### src/rtl/mdio_mgmt_pkg.sv
package mdio_mgmt_pkg;

  typedef enum logic [2:0] {
    OP_READ     = 3'd0,
    OP_WRITE    = 3'd1,
    OP_SOFTRST  = 3'd2,
    OP_LINKMODE = 3'd3,
    OP_LINKQ    = 3'd4
  } mgmt_op_e;

  typedef enum logic [1:0] {
    CT_IDLE,
    CT_FRAME,
    CT_HOLD
  } ctrl_state_e;

  typedef struct packed {
    logic        rd;
    logic [4:0]  regad;
    logic [15:0] wdata;
  } frame_req_t;

  // slot layout of one frame (one slot = one MDC period)
  localparam int PRE_SLOTS  = 32;
  localparam int TA_SLOT    = 46;
  localparam int DATA_SLOT  = 48;
  localparam int LAST_DATA  = 63;
  localparam int IDLE_SLOT  = 64;
  localparam int SLOT_W     = 7;

  localparam logic [4:0]  REG_CONTROL = 5'd0;
  localparam logic [4:0]  REG_STATUS  = 5'd1;
  localparam logic [15:0] WORD_RESET  = 16'h8000;
  localparam logic [15:0] WORD_AUTONEG = 16'h1000;
  localparam int          LINK_BIT    = 2;

endpackage

### src/rtl/mdio_mdc_div.sv
module mdio_mdc_div #(
  parameter int DIV_W = 8
) (
  input  logic             clk,
  input  logic             rst_n,
  input  logic             run,
  input  logic [DIV_W-1:0] half,
  output logic             mdc,
  output logic             rise_tk,
  output logic             fall_tk
);
  logic [DIV_W-1:0] cnt;
  logic [DIV_W-1:0] lim;
  logic             edge_now;

  assign lim      = (half == '0) ? '0 : half - DIV_W'(1);
  assign edge_now = run && (cnt >= lim);
  assign rise_tk  = edge_now && !mdc;
  assign fall_tk  = edge_now && mdc;

  always_ff @(posedge clk) begin
    if (!rst_n) begin
      cnt <= '0;
      mdc <= 1'b0;
    end else if (!run) begin
      cnt <= '0;
      mdc <= 1'b0;
    end else if (edge_now) begin
      cnt <= '0;
      mdc <= ~mdc;
    end else begin
      cnt <= cnt + DIV_W'(1);
    end
  end

  // the clock parks low outside a frame
  p_mdc_parks_low_r1: assert property (@(posedge clk) disable iff (!rst_n)
    !run |=> !mdc);

  // a rising MDC edge only comes from a running frame
  p_rise_needs_run_r5: assert property (@(posedge clk) disable iff (!rst_n)
    $rose(mdc) |-> $past(run));

endmodule

### src/rtl/mdio_frame_eng.sv
module mdio_frame_eng
  import mdio_mgmt_pkg::*;
#(
  parameter logic [4:0] PHY_ADDR = 5'd7
) (
  input  logic        clk,
  input  logic        rst_n,
  input  logic        start,
  input  frame_req_t  freq,
  input  logic        rise_tk,
  input  logic        fall_tk,
  input  logic        mdio_i,
  output logic        run,
  output logic        mdio_o,
  output logic        mdio_oe,
  output logic        fdone,
  output logic [15:0] rd_word
);
  logic [SLOT_W-1:0] slot;
  logic [SLOT_W-1:0] slot_nx;
  logic [31:0]       hdr;
  logic              is_rd;
  logic [15:0]       shreg;

  function automatic logic bit_of(input logic [SLOT_W-1:0] s, input logic [31:0] h);
    logic [SLOT_W-1:0] idx;
    idx = SLOT_W'(LAST_DATA) - s;
    if (s < SLOT_W'(PRE_SLOTS) || s >= SLOT_W'(IDLE_SLOT)) return 1'b1;
    return h[idx[4:0]];
  endfunction

  function automatic logic oe_of(input logic [SLOT_W-1:0] s, input logic rd);
    return !(rd && s >= SLOT_W'(TA_SLOT) && s <= SLOT_W'(LAST_DATA));
  endfunction

  assign slot_nx = slot + SLOT_W'(1);

  always_ff @(posedge clk) begin
    if (!rst_n) begin
      run     <= 1'b0;
      slot    <= '0;
      hdr     <= '0;
      is_rd   <= 1'b0;
      mdio_o  <= 1'b1;
      mdio_oe <= 1'b1;
      fdone   <= 1'b0;
      shreg   <= '0;
      rd_word <= '0;
    end else begin
      fdone <= 1'b0;
      if (!run) begin
        if (start) begin
          run     <= 1'b1;
          slot    <= '0;
          is_rd   <= freq.rd;
          hdr     <= {freq.rd ? 4'b0110 : 4'b0101, PHY_ADDR, freq.regad,
                      freq.rd ? 2'b11 : 2'b10, freq.rd ? 16'hFFFF : freq.wdata};
          mdio_o  <= 1'b1;
          mdio_oe <= 1'b1;
        end
      end else begin
        if (rise_tk && is_rd && slot >= SLOT_W'(DATA_SLOT) && slot <= SLOT_W'(LAST_DATA))
          shreg <= {shreg[14:0], mdio_i};
        if (fall_tk) begin
          if (slot == SLOT_W'(IDLE_SLOT)) begin
            run     <= 1'b0;
            fdone   <= 1'b1;
            mdio_o  <= 1'b1;
            mdio_oe <= 1'b1;
            if (is_rd) rd_word <= shreg;
          end else begin
            slot    <= slot_nx;
            mdio_o  <= bit_of(slot_nx, hdr);
            mdio_oe <= oe_of(slot_nx, is_rd);
          end
        end
      end
    end
  end

  // the line is released only inside a read frame
  p_release_only_read_r4: assert property (@(posedge clk) disable iff (!rst_n)
    !mdio_oe |-> (run && is_rd));

  // preamble slots drive ones
  p_preamble_ones_r1: assert property (@(posedge clk) disable iff (!rst_n)
    (run && slot < SLOT_W'(PRE_SLOTS)) |-> (mdio_o && mdio_oe));

  // completion strobe lasts one cycle
  p_fdone_single_r6: assert property (@(posedge clk) disable iff (!rst_n)
    fdone |=> !fdone);

endmodule

### src/rtl/mdio_op_ctrl.sv
module mdio_op_ctrl
  import mdio_mgmt_pkg::*;
#(
  parameter int WAIT_W = 24
) (
  input  logic              clk,
  input  logic              rst_n,
  input  logic              req_valid,
  input  logic [2:0]        req_op,
  input  logic [4:0]        req_reg,
  input  logic [15:0]       req_wdata,
  input  logic [2:0]        req_mode,
  input  logic [WAIT_W-1:0] rst_wait,
  input  logic              fdone,
  input  logic [15:0]       rd_word,
  output logic              req_ready,
  output logic              start,
  output frame_req_t        freq,
  output logic              done,
  output logic [15:0]       rd_data,
  output logic              link_up
);
  ctrl_state_e       state;
  mgmt_op_e          op_q;
  mgmt_op_e          op_eff;
  logic [WAIT_W-1:0] wcnt;
  logic              op_reads;

  assign req_ready = (state == CT_IDLE);
  assign start     = req_valid && req_ready;
  assign op_reads  = (op_q == OP_READ) || (op_q == OP_LINKQ);

  always_comb begin
    op_eff     = OP_READ;
    freq.rd    = 1'b1;
    freq.regad = req_reg;
    freq.wdata = '0;
    case (req_op)
      OP_WRITE: begin
        op_eff     = OP_WRITE;
        freq.rd    = 1'b0;
        freq.wdata = req_wdata;
      end
      OP_SOFTRST: begin
        op_eff     = OP_SOFTRST;
        freq.rd    = 1'b0;
        freq.regad = REG_CONTROL;
        freq.wdata = WORD_RESET;
      end
      OP_LINKMODE: begin
        op_eff     = OP_LINKMODE;
        freq.rd    = 1'b0;
        freq.regad = REG_CONTROL;
        freq.wdata = req_mode[2] ? {2'b00, req_mode[1], 4'b0000, req_mode[0], 8'h00}
                                 : WORD_AUTONEG;
      end
      OP_LINKQ: begin
        op_eff     = OP_LINKQ;
        freq.regad = REG_STATUS;
      end
      default: ;
    endcase
  end

  always_ff @(posedge clk) begin
    if (!rst_n) begin
      state   <= CT_IDLE;
      op_q    <= OP_READ;
      wcnt    <= '0;
      done    <= 1'b0;
      rd_data <= '0;
      link_up <= 1'b0;
    end else begin
      done <= 1'b0;
      case (state)
        CT_IDLE: begin
          if (start) begin
            op_q  <= op_eff;
            state <= CT_FRAME;
          end
        end
        CT_FRAME: begin
          if (fdone) begin
            if (op_q == OP_SOFTRST && rst_wait != '0) begin
              state <= CT_HOLD;
              wcnt  <= '0;
            end else begin
              state <= CT_IDLE;
              done  <= 1'b1;
              if (op_reads) rd_data <= rd_word;
              if (op_q == OP_LINKQ) link_up <= rd_word[LINK_BIT];
            end
          end
        end
        CT_HOLD: begin
          if (wcnt >= rst_wait - WAIT_W'(1)) begin
            state <= CT_IDLE;
            done  <= 1'b1;
          end else begin
            wcnt <= wcnt + WAIT_W'(1);
          end
        end
        default: state <= CT_IDLE;
      endcase
    end
  end

  // a request offered while busy leaves the captured operation alone
  p_busy_ignores_r6: assert property (@(posedge clk) disable iff (!rst_n)
    (req_valid && !req_ready) |=> $stable(op_q));

  // completion coincides with readiness
  p_done_with_ready_r6: assert property (@(posedge clk) disable iff (!rst_n)
    done |-> req_ready);

  // the hold state belongs to a soft reset
  p_hold_is_reset_r7: assert property (@(posedge clk) disable iff (!rst_n)
    (state == CT_HOLD) |-> (op_q == OP_SOFTRST));

  // the link flag moves only at the end of a link query
  p_link_from_query_r10: assert property (@(posedge clk) disable iff (!rst_n)
    !$stable(link_up) |-> (done && op_q == OP_LINKQ));

endmodule

### src/rtl/mdio_mgmt.sv
module mdio_mgmt
  import mdio_mgmt_pkg::*;
#(
  parameter logic [4:0] PHY_ADDR = 5'd7,
  parameter int         DIV_W    = 8,
  parameter int         WAIT_W   = 24
) (
  input  logic              clk,
  input  logic              rst_n,
  input  logic [DIV_W-1:0]  div_half,
  input  logic [WAIT_W-1:0] rst_wait,
  input  logic              req_valid,
  output logic              req_ready,
  input  logic [2:0]        req_op,
  input  logic [4:0]        req_reg,
  input  logic [15:0]       req_wdata,
  input  logic [2:0]        req_mode,
  output logic              done,
  output logic [15:0]       rd_data,
  output logic              link_up,
  output logic              mdc,
  output logic              mdio_o,
  output logic              mdio_oe,
  input  logic              mdio_i
);
  logic        start;
  frame_req_t  freq;
  logic        run;
  logic        rise_tk;
  logic        fall_tk;
  logic        fdone;
  logic [15:0] rd_word;

  mdio_op_ctrl #(.WAIT_W(WAIT_W)) u_ctrl (
    .clk       (clk),
    .rst_n     (rst_n),
    .req_valid (req_valid),
    .req_op    (req_op),
    .req_reg   (req_reg),
    .req_wdata (req_wdata),
    .req_mode  (req_mode),
    .rst_wait  (rst_wait),
    .fdone     (fdone),
    .rd_word   (rd_word),
    .req_ready (req_ready),
    .start     (start),
    .freq      (freq),
    .done      (done),
    .rd_data   (rd_data),
    .link_up   (link_up)
  );

  mdio_frame_eng #(.PHY_ADDR(PHY_ADDR)) u_eng (
    .clk     (clk),
    .rst_n   (rst_n),
    .start   (start),
    .freq    (freq),
    .rise_tk (rise_tk),
    .fall_tk (fall_tk),
    .mdio_i  (mdio_i),
    .run     (run),
    .mdio_o  (mdio_o),
    .mdio_oe (mdio_oe),
    .fdone   (fdone),
    .rd_word (rd_word)
  );

  mdio_mdc_div #(.DIV_W(DIV_W)) u_div (
    .clk     (clk),
    .rst_n   (rst_n),
    .run     (run),
    .half    (div_half),
    .mdc     (mdc),
    .rise_tk (rise_tk),
    .fall_tk (fall_tk)
  );

  // driven data only changes while the clock is low
  p_launch_on_low_r5: assert property (@(posedge clk) disable iff (!rst_n)
    (mdio_oe && $past(mdio_oe) && !$stable(mdio_o)) |-> !mdc);

  // idle line is driven high
  p_idle_high_r1: assert property (@(posedge clk) disable iff (!rst_n)
    req_ready |-> (mdio_oe && mdio_o && !mdc));

endmodule

### config.mk
export PLATFORM = sky130hd
export DESIGN_NAME = mdio_mgmt
export DESIGN_NICKNAME = d
export VERILOG_FILES = /design/src/rtl/mdio_mgmt_pkg.sv /design/src/rtl/mdio_mdc_div.sv /design/src/rtl/mdio_frame_eng.sv /design/src/rtl/mdio_op_ctrl.sv /design/src/rtl/mdio_mgmt.sv
export SDC_FILE = /design/constraint.sdc
export NUM_CORES = 1
export LEC_CHECK = 0
export CAP_MARGIN = 20
export CORE_ASPECT_RATIO = 1.25
export CORE_UTILIZATION = 56
export CTS_CLUSTER_SIZE = 8
export DETAILED_ROUTE_END_ITERATION = 6
export PLACE_DENSITY = 0.88
export SLEW_MARGIN = 10
export SYNTH_ARGS = -nofsm -noshare
export SYNTH_HDL_FRONTEND = slang
export SYNTH_SLANG_ARGS = --single-unit
### constraint.sdc
create_clock -name clk -period 5.7 [get_ports clk]
set_input_delay 1.14 -clock clk [delete_from_list [all_inputs] [get_ports clk]]
set_output_delay 1.14 -clock clk [all_outputs]
set_load 0.01 [all_outputs]
==> run_results.csv, run 1 <==
group,metric,value,unit
sta,finalWorstSetupSlack,0.494,ns
placement,post-place-ws,0.0504,ns
placement,gp_congestion,0.860,
yosys,yosysWarningCount,0,
yosys,synthesis.area,6870,um^2
floorplanning,rows,44,
detailed_routing,initialDrtViolationCount,273,
sta,hold_viol_final,0,
worst_hold_path,hp-class,"register to register",
finish,fin_nets,980,
yosys,synth-seq-cells,123,
yosys,synth_flop_cell,"dfxtp_1",
floorplanning,io_pins,85,
sta,fin_setup_tns,0,ns
worst_setup_path,critPathCaptureType,"register",
worst_setup_path,worst_setup_path_start_kind,"input pin",
placement,place_inst,1015,
floorplanning,initial_core_util,58.3,%
clocking,cts_resized,0,
grt,grt_max_degree,47,
sta,min_period,5.21,ns
floorplanning,core_area,11800,um^2
clocking,clock_latency,0.42,ns
detailed_routing,drc,0,
pwr,vdd_drop_max,0.240,mV
detailed_routing,routed_wl,15700,um
run,maxCapViolCount,0,
yosys,async_reset_ff_share,0,%
floorplanning,die_h,126,um
grt,track_usage,25.8,%
clocking,cts.htree.levels,4,
detailed_routing,vias,6009,
finish,layout-drive-gt1-share,9.68,%
detailed_routing,wl_per_cell,15.0,um
worst_setup_path,worstPathArrival,5.48,ns
yosys,syn_nets,903,
sta,finalClockSkew,0.00896,ns
clocking,clock-sinks,123,
sta,slew_violations,0,
floorplanning,die-area,12700,um^2
detailed_routing,first_pass_iters,5,
floorplanning,die_w,101,um
worst_setup_path,cp_slowest_cell,"a2111oi_0",
yosys,synthTopCellsByArea,"dfxtp_1, ha_1, mux2i_1, nand2_1, nor2_1",
sta,rsz0062_at_grt,"false",
yosys,synth_cell_type_count,71,
grt,antenna_found_initial,0,
worst_setup_path,worstReg2RegStart,"u_ctrl.wcnt[0]",
yosys,syn_inst,798,
worst_setup_path,worstSetupPathType,"input pin to register",
worst_setup_path,crit_start,"rst_wait[3]",
sta,whs,0.451,ns
clocking,path_clk_slew,0.06,ns
worst_setup_path,cpLargestDelayFamily,"simple AND/OR/NAND/NOR gates",
yosys,synth_edf_count,0,
worst_hold_path,min_from,"u_ctrl.rd_data[2]",
yosys,ys_seq_area_share,35.8,%
placement,portBuffers,84,
detailed_routing,postRouteAntennaNets,0,
clocking,cts-root-buf,"clkbuf_16",
clocking,cts_buffers,17,
placement,post-dp-hpwl,11000,um
detailed_routing,via_per_inst,5.73,
sta,post-route-period-util,91.3,%
worst_setup_path,cp_cell_sequence,"clkdlybuf4s50_1 -> or4_4 -> nor3_1 -> and3_1 -> nand2_1 -> or3_1 -> xor2_1 -> ha_1 -> a21oi_1 -> o21ai_0 -> a221oi_2 -> o211ai_2 -> buf_4 -> a2111oi_0 -> xnor2_1 -> nor2_1",
yosys,synth_largest_area_cell,"dfxtp_1",
sta,finalSetupViolations,0,
clocking,clk_path_buf_depth,2,
yosys,syn_area_per_cell,8.61,um^2
clocking,cts_setup_buffers,0,
grt,grt_pass1_wl,26400,um
yosys,yosysTopAreaCellShare,35.8,%
worst_setup_path,critPathMaxFanout,8,
finish,final_util,71.3,%
worst_setup_path,worstPathRequired,5.97,ns
pwr,pwr_density_cell,260,nW/um^2
clocking,ctsHoldBuffers,0,
clocking,cts_tree,"yes",
grt,grt_overflow,0,
sta,slew-limit-headroom,26.1,%
grt,grt_pass1_vias,5975,
sta,worstMarginPinSlew,1.10,ns
worst_setup_path,critPathMaxStageDelay,0.61,ns
finish,finalNonFillerCells,1049,
worst_setup_path,cp_num_buf_inv,2,
status,status,"complete, no violations",
pwr,p_leak,3.08,nW
finish,area_growth,22.1,%
finish,diodes,0,
sta,fmax,0.192,GHz
==> layout make-up <==
type / instances / area [um^2]
Multi-Input combinational cell: 612 / 4120
Fill cell: 918 / 3390
Sequential cell: 123 / 2460
Timing Repair Buffer: 93 / 921
Clock buffer: 17 / 425
Tap cell: 161 / 201
Clock inverter: 15 / 164
Inverter: 28 / 105
==> flip-flops by register name, indices dropped and copies added, names as in the netlist, 2 cells and up <==
name and count:
u_ctrl.state 2, u_eng.shreg 16, u_eng.slot 7, u_ctrl.rd_data 16
u_eng.hdr 24, u_ctrl.op_q 3, u_eng.rd_word 16, u_div.cnt 8
u_ctrl.wcnt 24
==> synthesized netlist by cell type, types with 4 or more instances <==
| master | count |
|---|---|
| buf_2 | 5 |
| nor2b_1 | 4 |
| o211a_1 | 5 |
| xnor2_1 | 29 |
| or4_1 | 6 |
| a22oi_1 | 5 |
| nand4_1 | 8 |
| mux4_2 | 7 |
| or3_1 | 6 |
| and2_1 | 6 |
| inv_1 | 27 |
| clkbuf_1 | 21 |
| a21oi_2 | 5 |
| a31o_2 | 4 |
| a2111oi_0 | 5 |
| or2_2 | 6 |
| buf_6 | 5 |
| a211oi_1 | 9 |
| a21o_1 | 4 |
| nor3_1 | 12 |
| a21oi_1 | 65 |
| a31o_1 | 4 |
| and3_1 | 8 |
| dfxtp_1 | 123 |
| nor2_1 | 99 |
| nor4_1 | 9 |
| nand3_1 | 19 |
| nand2_1 | 101 |
| xor2_1 | 18 |
| mux2i_1 | 40 |
| nand2b_1 | 9 |
| ha_1 | 42 |
| o21ai_0 | 26 |
==> worst min-delay path, cell delays in order (launching register included) <==
cell     delay [ns]
dfxtp_1        0.30
nand2_1        0.05
a21oi_1        0.05
==> metrics by stage <==
step           instance area, um^2  power (W)
6_report                      8390    0.00218
5_1_grt                       8390    0.00225
4_1_cts                       8380    0.00219
3_5_place_dp                  7790    0.00112
3_3_place_gp                  7790    0.00111
2_1_floorplan                 6870    0.00103
==> path summary, 6_finish.rpt <==
path | endpoint | slack [ns] | depth (start not counted)
setup / recovery | u_ctrl.wcnt[10] | 0.49 | 16
hold reg to reg | u_ctrl.rd_data[2] | 0.45 | 2
hold / removal | u_ctrl.rd_data[2] | 0.45 | 2
setup reg to reg | u_ctrl.wcnt[10] | 2.71 | 10
==> cells by family (layout without fill, tap and decap cells) <==
family,after synthesis,in the layout,synth area share (%)
AND/OR/NAND/NOR,315,315,22.4
AO/OA/AOI/OAI,159,159,15.3
flip-flops,123,123,35.8
buffers and inverters,63,153,4.37
multiplexers,49,49,8.45
XOR/XNOR,47,47,5.99
adder cells (fa/ha/maj),42,42,7.65
==> where the power goes <==
part / switching [W] / internal (W)
registers: 0.0000148 / 0.000881
clock network: 0.000424 / 0.000651
logic: 0.000110 / 0.0000994
total: 0.000549 / 0.00163
==> placed cells by master, fill, tap and decap left out, drive strengths merged, types with 7 or more instances in the layout <==
cell | synthesis | layout
a21oi | 71 | 71
or4 | 8 | 8
or3 | 7 | 7
mux2i | 40 | 40
inv | 27 | 34
o21ai | 27 | 27
clkdlybuf4s50 | 0 | 84
nor2 | 99 | 99
nor3 | 13 | 13
buf | 14 | 9
nand2b | 9 | 9
xor2 | 18 | 18
mux4 | 7 | 7
nor4 | 11 | 11
nand2 | 101 | 101
clkbuf | 21 | 17
a31o | 8 | 8
dfxtp | 123 | 123
nand4 | 8 | 8
ha | 42 | 42
xnor2 | 29 | 29
and3 | 8 | 8
nand3 | 21 | 21
a211oi | 9 | 9
==> layer usage <==
metal | track usage, % | part of all wire, % | vias to the layer above
li1 | - | - | 2994
met1 | 28.9 | 41 | 2824
met2 | 45.6 | 51 | 151
met3 | 5.33 | 4.1 | 40
met4 | 13.0 | 3.0 | 0
met5 | 0 | 0 | -
No activity file was read; power rests on OpenSTA's default activity.
==> inputs of run 2 (changes only) <==
Settings changed: CAP_MARGIN 20 to 5, CTS_CLUSTER_SIZE 8 to 24, REMOVE_ABC_BUFFERS set to 1.
==> run_results.csv, run 2 (synthesis results as in run 1) <==
group,metric,value,unit
sta,finalClockSkew,0.00951,ns
worst_setup_path,reg2reg_slack,2.85,ns
worst_setup_path,r2r-end,"u_ctrl.wcnt[13]",
worst_hold_path,min_from,"u_eng.rd_word[9]",
floorplanning,rows,44,
finish,multi_input_area,4120,um^2
clocking,cts-root-buf,"clkbuf_16",
detailed_routing,first_pass_iters,5,
detailed_routing,drc,0,
clocking,cts_buffers,17,
clocking,cts.htree.levels,4,
pwr,p_leak,3.10,nW
finish,seqCellArea,2460,um^2
floorplanning,io_pins,85,
floorplanning,die_h,126,um
clocking,cts_tree,"yes",
detailed_routing,routed_wl,15700,um
detailed_routing,postRouteAntennaNets,0,
status,status,"complete, no violations",
detailed_routing,wl_per_cell,15.0,um
clocking,ctsHoldBuffers,0,
worst_setup_path,worst_setup_path_start_kind,"input pin",
detailed_routing,vias,5989,
sta,fmax,0.192,GHz
finish,final_common_cell,"dfxtp_1",
worst_setup_path,critPathCaptureType,"register",
finish,reg.largest.list,"u_ctrl.wcnt: 24 flops, u_eng.hdr: 24 flops",
grt,grt_pass1_wl,26400,um
finish,mostFrequentLayoutCells,"dfxtp_1, nand2_1, nor2_1, clkdlybuf4s50_1, a21oi_1",
detailed_routing,initialDrtViolationCount,333,
finish,layout-drive-gt1-share,9.79,%
worst_setup_path,worstPathRequired,5.97,ns
worst_setup_path,worstReg2RegStart,"u_ctrl.wcnt[0]",
clocking,cts_resized,0,
sta,whs,0.450,ns
grt,track_usage,25.7,%
grt,antenna_found_initial,0,
finish,area_growth,22.7,%
grt,grt_overflow,0,
worst_hold_path,whs_path_depth,2,
floorplanning,die-area,12700,um^2
floorplanning,die_w,101,um
run,maxCapViolCount,0,
grt,grt_max_degree,55,
clocking,path_clk_slew,0.06,ns
sta,slew-limit-headroom,24.2,%
worst_hold_path,holdPathEnd,"u_ctrl.rd_data[9]",
placement,gp_congestion,0.874,
placement,portBuffers,84,
clocking,clock-sinks,123,
sta,worstMarginPinSlew,1.13,ns
finish,diodes,0,
placement,place_inst,1018,
pwr,vdd_drop_max,0.258,mV
pwr,pwr_density_cell,267,nW/um^2
detailed_routing,via_per_inst,5.70,
clocking,cts_setup_buffers,0,
sta,slew_violations,0,
detailed_routing,met1Wirelength,6800,um
sta,hold_viol_final,0,
placement,post-dp-hpwl,11000,um
sta,rsz0062_at_grt,"false",
worst_setup_path,critPathMaxFanout,8,
sta,finalSetupViolations,0,
floorplanning,initial_core_util,58.3,%
clocking,clk_path_buf_depth,2,
worst_setup_path,worstSetupPathType,"input pin to register",
sta,post-route-period-util,91.4,%
grt,grt_pass1_vias,5871,
worst_setup_path,r2r_cells,10,
finish,finalNonFillerCells,1050,
detailed_routing,dr.max_layer_used,"met4",
worst_hold_path,hp-class,"register to register",
sta,min_period,5.21,ns
finish,fillers,948,
worst_setup_path,worstPathArrival,5.48,ns
detailed_routing,wl_met2,7810,um
clocking,clock_latency,0.41,ns
detailed_routing,wl_met3,774,um
sta,fin_setup_tns,0,ns
finish,fin_nets,981,
floorplanning,core_area,11800,um^2
## run 2: cell types whose count changed in the layout (fill, tap and decap cells not counted)
cell        previous run  this run
inv_8                  1         0
clkinv_4               1         0
clkinvlp_4             4         3
buf_12                 1         0
inv_6                  5         7
bufinv_16              2         4
buf_4                  8        10
clkinv_2               2         1
## run 2: power breakdown
part | total, W | switching, W | internal [W]
Combinational | 0.000206 | 0.000109 | 0.0000964
Clock | 0.00115 | 0.000412 | 0.000741
Sequential | 0.000896 | 0.0000151 | 0.000881
Total | 0.00225 | 0.000537 | 0.00172
## run 2: cell type report
type	count	share of cell area, %
Clock buffer	17	5.04
Clock inverter	15	2.48
Inverter	28	1.25
Multi-Input combinational cell	612	48.8
Sequential cell	123	29.2
Tap cell	161	2.39
Timing Repair Buffer	94	10.9
## run 2: worst max path at each step
stage	from	endpoint	slack [ns]	cells after the start
after detailed placement	rst_wait[3]	u_ctrl.wcnt[23]	0.08	15
final	rst_wait[3]	u_ctrl.wcnt[13]	0.49	16
after global placement	rst_wait[3]	u_ctrl.wcnt[23]	0.20	15
after global routing	rst_wait[3]	u_ctrl.wcnt[23]	0.20	15
after CTS	rst_wait[3]	u_ctrl.wcnt[13]	0.47	16
after floorplan	rst_wait[3]	u_ctrl.wcnt[23]	0.95	14
## run 2: critical path, cell delays in order
cell	delay, ns
clkdlybuf4s50_1	0.47
or4_4	0.56
nor3_1	0.23
and3_1	0.31
nand2_1	0.14
or3_1	0.36
xor2_1	0.16
ha_1	0.30
a21oi_1	0.13
o21ai_0	0.10
a221oi_2	0.31
o211ai_2	0.21
buf_4	0.22
a2111oi_0	0.61
xnor2_1	0.18
nor2_1	0.05
## run 2: metrics by stage
stage	instance area, um^2	setup WS, ns	total power [W]	util (%)
after global placement	7800	0.200	0.00111	66.2
after CTS	8430	0.472	0.00226	71.6
after global routing	8430	0.202	0.00234	71.6
final	8430	0.488	0.00225	71.6
after floorplan	6680	0.949	0.00102	-
after detailed placement	7800	0.0813	0.00112	66.2
## run 2: metal layers
layer | vias to the layer above | track usage [%]
li1 | 2977 | -
met1 | 2821 | 30.9
met2 | 160 | 43.9
met3 | 31 | 5.88
met4 | 0 | 9.97
met5 | - | 0
==> inputs of run 3 (changes only) <==
Settings changed: CORE_UTILIZATION 56 to 57, PLACE_DENSITY 0.88 to 0.89, SKIP_LAST_GASP set to 1, SYNTH_HIERARCHICAL set to 1.
==> run_results.csv, run 3 <==
group,metric,value,unit
worst_setup_path,crit_start,"rst_wait[3]",
yosys,ys_seq_area_share,34.7,%
pwr,p_leak,3.11,nW
detailed_routing,vias,6454,
run,maxCapViolCount,0,
sta,finalSetupViolations,0,
finish,fin_area,8550,um^2
yosys,yosysTopAreaCellShare,34.7,%
placement,placed_cell_area,7980,um^2
finish,multi_input_area,4320,um^2
placement,post-dp-hpwl,11500,um
grt,gr-usage-met3,5.73,%
finish,fillers,930,
detailed_routing,wl_per_cell,15.2,um
worst_setup_path,worstPathArrival,5.59,ns
sta,slew-limit-headroom,28.5,%
grt,antenna_found_initial,0,
grt,grt_pass1_wl,28300,um
detailed_routing,first_pass_iters,4,
clocking,ctsHoldBuffers,0,
sta,fmax,0.190,GHz
yosys,synthTopCellsByArea,"dfxtp_1, ha_1, nand2_1, a21oi_1, nor2_1",
clocking,cts.htree.levels,4,
worst_setup_path,reg2reg_slack,2.75,ns
grt,grt_pass1_vias,6405,
sta,finalWorstSetupSlack,0.445,ns
worst_setup_path,worst_setup_path_start_kind,"input pin",
grt,grt_overflow,0,
worst_setup_path,r2r-end,"u_eng/rd_word[12]",
yosys,yosysWarningCount,6,
worst_setup_path,worstPathRequired,6.04,ns
finish,final_common_cell,"nand2_1",
clocking,clk_path_buf_depth,2,
finish,finalNonFillerCells,1101,
placement,post-place-ws,0.0764,ns
worst_hold_path,hp-class,"register to register",
finish,layout-drive-gt1-share,8.64,%
sta,worstMarginPinSlew,1.07,ns
finish,reg.largest.list,"u_ctrl/wcnt: 24 flops, u_eng/hdr: 24 flops",
sta,hold_viol_final,0,
sta,finalClockSkew,0.00705,ns
worst_hold_path,min_from,"u_eng/rd_word[6]",
finish,diodes,0,
yosys,synth_largest_area_cell,"dfxtp_1",
pwr,pwr_density_cell,264,nW/um^2
finish,fin_nets,1030,
floorplanning,die_w,102,um
clocking,path_clk_slew,0.06,ns
worst_setup_path,critPathCaptureType,"register",
detailed_routing,routed_wl,16800,um
yosys,async_reset_ff_share,0,%
floorplanning,core_area,12200,um^2
clocking,cts_setup_buffers,0,
grt,gr-max-usage-layer,"met2",
worst_setup_path,worstSetupPathType,"input pin to register",
sta,slew_violations,0,
grt,track_usage,27.5,%
floorplanning,initial_core_util,58.3,%
detailed_routing,drc,0,
sta,rsz0062_at_grt,"false",
grt,gr-usage-met2,48.8,%
detailed_routing,initialDrtViolationCount,248,
status,status,"complete, no violations",
yosys,synth_cell_type_count,77,
yosys,syn_inst,854,
placement,place_inst,1069,
clocking,clock_latency,0.41,ns
yosys,synth_edf_count,0,
placement,portBuffers,84,
finish,mostFrequentLayoutCells,"nand2_1, dfxtp_1, clkdlybuf4s50_1, nor2_1, a21oi_1",
grt,grt_max_degree,65,
floorplanning,die-area,12900,um^2
placement,gp_congestion,0.875,
yosys,synthesis.area,7090,um^2
detailed_routing,via_per_inst,5.86,
sta,post-route-period-util,92.2,%
worst_hold_path,holdPathEnd,"u_eng/rd_word[6]",
finish,area_growth,20.5,%
pwr,vdd_drop_max,0.202,mV
yosys,synth_common_cells,"nand2_1, dfxtp_1, nor2_1, a21oi_1, nor3_1",
yosys,synth-seq-cells,123,
clocking,cts_resized,0,
worst_setup_path,critPathMaxFanout,6,
clocking,cts_tree,"yes",
yosys,synth_flop_cell,"dfxtp_1",
clocking,clock-sinks,123,
yosys,synth.most_common_cell,"nand2_1",
worst_hold_path,whs_path_depth,2,
floorplanning,rows,45,
finish,seqCellArea,2460,um^2
yosys,syn_area_per_cell,8.31,um^2
floorplanning,die_h,127,um
clocking,cts_buffers,17,
sta,min_period,5.25,ns
grt,grtUsageMet1,31.1,%
detailed_routing,postRouteAntennaNets,0,
floorplanning,io_pins,85,
clocking,cts-root-buf,"clkbuf_16",
sta,fin_setup_tns,0,ns
worst_setup_path,worstReg2RegStart,"u_div/cnt[0]",
worst_setup_path,r2r_cells,10,
run 3: worst max path at each step:
stage,cells past startpoint,to
finish,15,u_ctrl/state[0]
global route,15,u_ctrl/state[0]
CTS,15,u_ctrl/state[0]
detailed placement,15,u_ctrl/state[0]
global placement,14,u_ctrl/wcnt[18]
floorplan,13,u_ctrl/wcnt[18]
run 3: per-layer routing:
metal  part of all wire [%]  vias up
li1                       -     3189
met1                     41     3022
met2                     51      196
met3                    4.8       47
met4                    3.2        0
met5                      0        -
run 3: stage by stage:
| stage | util, % | power (W) | hold WS (ns) |
|---|---|---|---|
| 5_1_grt | 70.3 | 0.00235 | 0.462 |
| 4_1_cts | 70.3 | 0.00227 | 0.453 |
| 2_1_floorplan | - | 0.00113 | 0.432 |
| 6_report | 70.3 | 0.00226 | 0.449 |
| 3_3_place_gp | 65.6 | 0.00124 | 0.439 |
| 3_5_place_dp | 65.6 | 0.00125 | 0.446 |
run 3: layout make-up:
cell class | instances | area share, %
tap | 164 | 2.40
sequential | 123 | 28.8
inverter | 27 | 1.19
clock inverter | 14 | 1.62
clock buffer | 18 | 5.02
multi-input combinational | 664 | 50.5
timing repair buffer | 91 | 10.5
run 3: cells by family after synthesis:
| group | after synthesis | share of synthesized area [%] |
|---|---|---|
| simple gates | 404 | 27.9 |
| compound gates | 148 | 15.1 |
| flops | 123 | 34.7 |
| buf+inv | 67 | 4.43 |
| fa+ha+maj | 43 | 7.58 |
| xor+xnor | 36 | 4.55 |
| mux | 33 | 5.77 |
run 3: worst max-delay path: stages:
cell and delay [ns]:
clkdlybuf4s50_1 0.46, or4_4 0.57, nor4_1 0.37, nand2_1 0.12
or2_2 0.34, nor4_1 0.36, xnor2_1 0.11, ha_1 0.32
nand4_1 0.13, nor3_1 0.31, nand3_1 0.13, a211o_1 0.32
and2_1 0.23, a221oi_1 0.41, mux2i_1 0.24
run 3: power by group:
| part | switching, W | total [W] | internal, W | leakage [nW] |
|---|---|---|---|---|
| sequential | 0.0000264 | 0.000926 | 0.000899 | 0.996 |
| clock | 0.000412 | 0.00102 | 0.000609 | 0.270 |
| combinational | 0.000171 | 0.000313 | 0.000142 | 1.85 |
